===== config.mk =====
export PLATFORM = sky130hd
export DESIGN_NAME = periodic_irq_gen
export DESIGN_NICKNAME = d
export VERILOG_FILES = /design/src/rtl/pirq_pkg.sv /design/src/rtl/pirq_ctrl.sv /design/src/rtl/pirq_datapath.sv /design/src/rtl/periodic_irq_gen.sv
export SDC_FILE = /design/constraint.sdc
export NUM_CORES = 1
export LEC_CHECK = 0
export ABC_AREA = 1
export BUFFER_PORTS_ARGS = -buffer_cell sky130_fd_sc_hd__buf_2
export CAP_MARGIN = 20
export CORE_MARGIN = 10
export CORE_UTILIZATION = 30
export CTS_CLUSTER_DIAMETER = 60
export CTS_CLUSTER_SIZE = 30
export DETAILED_ROUTE_END_ITERATION = 16
export PLACE_DENSITY = 0.55
export SYNTH_ARGS = -nofsm -noshare
export SYNTH_HDL_FRONTEND = slang
export SYNTH_HIERARCHICAL = 1
export SYNTH_SLANG_ARGS = --single-unit

===== constraint.sdc =====
create_clock -name clk -period 4.1 [get_ports clk]
set_input_delay 0.205 -clock clk [delete_from_list [all_inputs] [get_ports clk]]
set_output_delay 0.205 -clock clk [all_outputs]
set_load 0.01 [all_outputs]

===== src/rtl/pirq_pkg.sv =====
package pirq_pkg;

  // Strobes issued by the control side to the datapath each cycle.
  typedef struct packed {
    logic loadCode;    // capture a new rate code
    logic restartDiv;  // zero the tick divider
  } pirqStrobes_t;

  // Log2 of the period in base ticks for a rate code (codes 1..6).
  function automatic int periodShift(input int code);
    if (code <= 4) return 2 * (code - 1);
    return code + 2;
  endfunction

  function automatic bit codeEnabled(input int code);
    return (code >= 1) && (code <= 6);
  endfunction

endpackage


===== src/rtl/pirq_ctrl.sv =====
module pirq_ctrl
  import pirq_pkg::*;
#(
  parameter int CODE_W = 3
) (
  input  logic              clk,
  input  logic              rstN,
  input  logic              regWrEn,
  input  logic [CODE_W:0]   regWrData,
  input  logic [CODE_W-1:0] curCode,
  input  logic              periodHit,
  output pirqStrobes_t      strobes,
  output logic [CODE_W-1:0] newCode,
  output logic              flag
);
  localparam int FLAG_POS = CODE_W;

  logic clrFlag;

  always_comb begin
    newCode            = regWrData[CODE_W-1:0];
    strobes.loadCode   = regWrEn;
    strobes.restartDiv = regWrEn && (newCode != curCode);
    clrFlag            = regWrEn && !regWrData[FLAG_POS];
  end

  // A completing period wins over a clear in the same cycle.
  always_ff @(posedge clk or negedge rstN) begin
    if (!rstN) flag <= 1'b0;
    else       flag <= (flag && !clrFlag) || periodHit;
  end

endmodule


===== src/rtl/pirq_datapath.sv =====
module pirq_datapath
  import pirq_pkg::*;
#(
  parameter int CODE_W    = 3,
  parameter int MAX_SHIFT = 8
) (
  input  logic              clk,
  input  logic              rstN,
  input  logic              baseTick,
  input  pirqStrobes_t      strobes,
  input  logic [CODE_W-1:0] newCode,
  output logic [CODE_W-1:0] code,
  output logic              periodHit
);
  localparam int NUM_CODES = 1 << CODE_W;
  localparam int DIV_W     = MAX_SHIFT;

  logic [DIV_W-1:0] termTab [NUM_CODES];
  logic             enTab   [NUM_CODES];
  logic [DIV_W-1:0] divCnt;
  logic [DIV_W-1:0] curTerm;
  logic             curEn;

  // Per-code terminal count and enable, computed from the code value.
  for (genvar g = 0; g < NUM_CODES; g++) begin : gRate
    localparam bit G_EN    = codeEnabled(g);
    localparam int G_SHIFT = G_EN ? periodShift(g) : 0;
    assign enTab[g]   = G_EN;
    assign termTab[g] = G_EN ? DIV_W'((1 << G_SHIFT) - 1) : '0;
  end

  always_comb begin
    curTerm   = termTab[code];
    curEn     = enTab[code];
    periodHit = baseTick && curEn && (divCnt == curTerm) && !strobes.restartDiv;
  end

  always_ff @(posedge clk or negedge rstN) begin
    if (!rstN)                    code <= '0;
    else if (strobes.loadCode)    code <= newCode;
  end

  always_ff @(posedge clk or negedge rstN) begin
    if (!rstN)                               divCnt <= '0;
    else if (strobes.restartDiv || !curEn)   divCnt <= '0;
    else if (baseTick)                       divCnt <= periodHit ? '0 : divCnt + 1'b1;
  end

endmodule


===== src/rtl/periodic_irq_gen.sv =====
module periodic_irq_gen
  import pirq_pkg::*;
#(
  parameter int CODE_W    = 3,
  parameter int MAX_SHIFT = 8
) (
  input  logic            clk,
  input  logic            rstN,
  input  logic            baseTick,
  input  logic            regWrEn,
  input  logic [CODE_W:0] regWrData,
  output logic [CODE_W:0] regRdData,
  output logic            irq
);
  pirqStrobes_t      strobes;
  logic [CODE_W-1:0] newCode;
  logic [CODE_W-1:0] code;
  logic              periodHit;
  logic              flag;

  pirq_ctrl #(.CODE_W(CODE_W)) u_ctrl (
    .clk(clk), .rstN(rstN), .regWrEn(regWrEn), .regWrData(regWrData),
    .curCode(code), .periodHit(periodHit), .strobes(strobes),
    .newCode(newCode), .flag(flag)
  );

  pirq_datapath #(.CODE_W(CODE_W), .MAX_SHIFT(MAX_SHIFT)) u_dp (
    .clk(clk), .rstN(rstN), .baseTick(baseTick), .strobes(strobes),
    .newCode(newCode), .code(code), .periodHit(periodHit)
  );

  assign regRdData = {flag, code};
  assign irq       = flag && (code != '0);

endmodule


==> results.sh <==
export IMPL_chipHeight_um=78.8
export IMPL_synth_area_top_cells="dfrtp_1 (29%), nand2_1 (16%), inv_1 (9.8%)"
export IMPL_tns_ps=0
export IMPL_fp_dieArea_sq_mm=0.00621
export IMPL_hold_violations=0
export IMPL_slew_viol_final=0
export IMPL_yosys_area_share_adder_pct=6.02
export IMPL_cts_hold_buf=1
export IMPL_drv_cap=0
export IMPL_syn_num_nets=160
export IMPL_power_frac_clock_pct=30.7
export IMPL_syn_inst=147
export IMPL_drive_gt1_share_pct=22.8
export IMPL_areaGrowthSynthToFinish_pct=11.1
export IMPL_dpl_hpwl_um=1710
export IMPL_synth_simple_area_share_pct=39.0
export IMPL_numCtsBuffers=3
export IMPL_fin_crit_sh_pct=41.0
export IMPL_dp_slack_ps=2430
export IMPL_synth_ff_latch_count=12
export IMPL_cts_tree="yes"
export IMPL_cts_num_sinks=12
export IMPL_grt_pass1_vias=797
export IMPL_cts_setup_buffers=0
export IMPL_setup_viol=0
export IMPL_ant_nets=0
export IMPL_fin_cells=204
export IMPL_core_area_sq_mm=0.00334
export IMPL_pin_count=13
export IMPL_synth_top_family_by_area="simple AND/OR/NAND/NOR gates"
export IMPL_worstPathRequired_ps=4320
export IMPL_power_frac_seq_pct=43.5
export IMPL_yosysMostFrequentCell="nand2_1"
export IMPL_skew_ps=9.99
export IMPL_ys_async_sr_fraction_pct=100
export IMPL_routed_wl_um=2110
export IMPL_cts_resized=0
export IMPL_critPathMaxFanout=8
export IMPL_synth_xor_area_share_pct=5.06
export IMPL_start_util_pct=31.1
export IMPL_io_buffers=12
export IMPL_clk_pin_slew_ps=90
export IMPL_muxShareOfSynthArea_pct=0
export IMPL_drtPass1Iterations=4
export IMPL_ir_worst_vdd_v=0.000109
export IMPL_gr_total_overflow=0
export IMPL_placed_cells=199
export IMPL_clk_latency_ps=270
export IMPL_rsz0062_at_grt="no"
export IMPL_clk_path_buf_depth=2
export IMPL_clockRootBuffer="clkbuf_4"
export IMPL_grt_use_total_pct=7.03
export IMPL_gp_congestion=0.795
export IMPL_ys_warn_count=6
export IMPL_p_leak_nw=0.680
export IMPL_combPwrFrac_pct=25.8
export IMPL_diodes=0
export IMPL_synth_avg_cell_area_sq_um=7.06
export IMPL_synthDistinctLibCells=26
export IMPL_htree_levels=1
export IMPL_route_detailed_drc=0
export IMPL_synth_area_sq_mm=0.00104
export IMPL_status="finished clean"
export IMPL_grt_max_degree=14
export IMPL_rows=21
export IMPL_finalWorstSetupSlack_ps=2420
export IMPL_grt_pass1_wl_um=3560
export IMPL_yosys_most_used_dff="dfrtp_1"
export IMPL_period_needed_ps=1680
export IMPL_yosysSeqAreaShare_pct=28.9
export IMPL_synth_top_area_share_pct=28.9
export IMPL_grt_antenna_before_repair=0
export IMPL_max_slew_worst_pin_slew_ps=440
export IMPL_hp_class="primary input to flip-flop"
export IMPL_path_class="flip-flop to flip-flop"
export IMPL_slew_headroom_pct=70.7
export IMPL_p_switching_w=0.000103
export IMPL_yosysTopAreaCell="dfrtp_1"
export IMPL_synthTopCellsByCount="nand2_1 (44), inv_1 (27), nand3_1 (13), dfrtp_1 (12)"
export IMPL_vias_per_cell=4.19
export IMPL_synth_compound_area_share_pct=5.18
export IMPL_startpoint_type="flip-flop"
export IMPL_vias=855
export IMPL_crit_path_end_kind="flip-flop"
export IMPL_whs_ps=159
export IMPL_max_freq_ghz=0.594
export IMPL_cp_arrival_ps=1900
export IMPL_synth_edf_count=0
export IMPL_p_int_w=0.000208
export IMPL_nets=172
export IMPL_powerDensity_mw_per_mm2=269
export IMPL_power_w=0.000310
export IMPL_swShare_pct=33.1
export IMPL_detail_route_wl_per_cell_um=10.3
export IMPL_drtIter0Drc=28
export IMPL_die_x_um=78.8
[cells by family (layout without fill, tap and decap cells)]
family                     Yosys count  after routing
and+or+nand+nor                     79             79
buffers and inverters               36             47
DFF                                 12             12
AOI/OAI and AO/OA                    9              9
xor gates and xnor gates             6              6
adders and majority gates            5              5
[layout make-up]
class / count / area, sq um
fill: 358 / 2180
clock buffer: 4 / 36.3
timing repair buffer: 13 / 70.1
inverter: 30 / 115
sequential: 12 / 300
tap: 46 / 57.6
multi-input combinational: 99 / 574
[worst max-delay path, cell delays in order, from the launching register on]
cell	delay (ps)
dfrtp_1	470
inv_1	120
ha_1	320
nand2_1	70
nand2_1	50
nand2_1	70
nand2_2	70
nor2_4	110
nand3_4	120
nor3_2	120
inv_1	50
nand2_1	50
[routing by layer]
layer	vias up	wire, um	global-route usage [%]
met5	-	0	0
met3	2	33	0.788
li1	465	-	-
met1	382	1020	8.70
met4	0	38	4.30
met2	6	1020	11.4
[sequential cells by signal, summed over array words and instances (netlist names)]
name	cells
u_dp/divCnt	8
u_dp/code	3
u_ctrl/flag	1
[stage by stage]
stage	instance area, sq um	util [%]
final	1150	34.6
after global routing	1150	34.6
after CTS	1150	34.6
after detailed placement	1110	33.2
after global placement	1110	33.2
after floorplan	1040	-
[placed cells by master, fill, tap and decap left out]
master	count
buf_2	12
or2_1	1
nand3_1	13
a21oi_1	1
dfrtp_1	12
xnor2_1	1
nand3_2	1
dlygate4sd3_1	1
clkbuf_4	3
o21ai_0	5
ha_1	5
nand4_1	1
inv_4	1
nand2_4	1
nor2_2	4
nand3_4	1
nor3_2	1
nand2_1	44
inv_2	2
o21ai_2	1
nor2_8	1
nor2_4	2
nor2_1	4
nand2_2	5
inv_1	27
clkbuf_8	1
o211ai_1	2
xor2_1	5
[final timing paths]
check	startpoint	cells after the start	slack, ps	to
max	u_dp/code[0]	11	2420	u_ctrl/flag
min	regWrData[3]	3	160	u_ctrl/flag
max reg2reg	u_dp/code[0]	11	2420	u_ctrl/flag
min reg2reg	u_dp/divCnt[7]	2	550	u_dp/divCnt[7]
max in group asynchronous	rstN	2	3530	u_dp/divCnt[5]
min in group asynchronous	rstN	2	330	u_ctrl/flag
[power groups by stage]
stage                     Combinational, W  Sequential, W  Clock [W]
after floorplan                  0.0000649       0.000135          0
after global placement           0.0000803       0.000137          0
after detailed placement         0.0000806       0.000138          0
after CTS                        0.0000820       0.000135   0.000100
after global routing             0.0000901       0.000137   0.000105
final                            0.0000800       0.000135  0.0000952
Power figures use the tool's default switching activity.
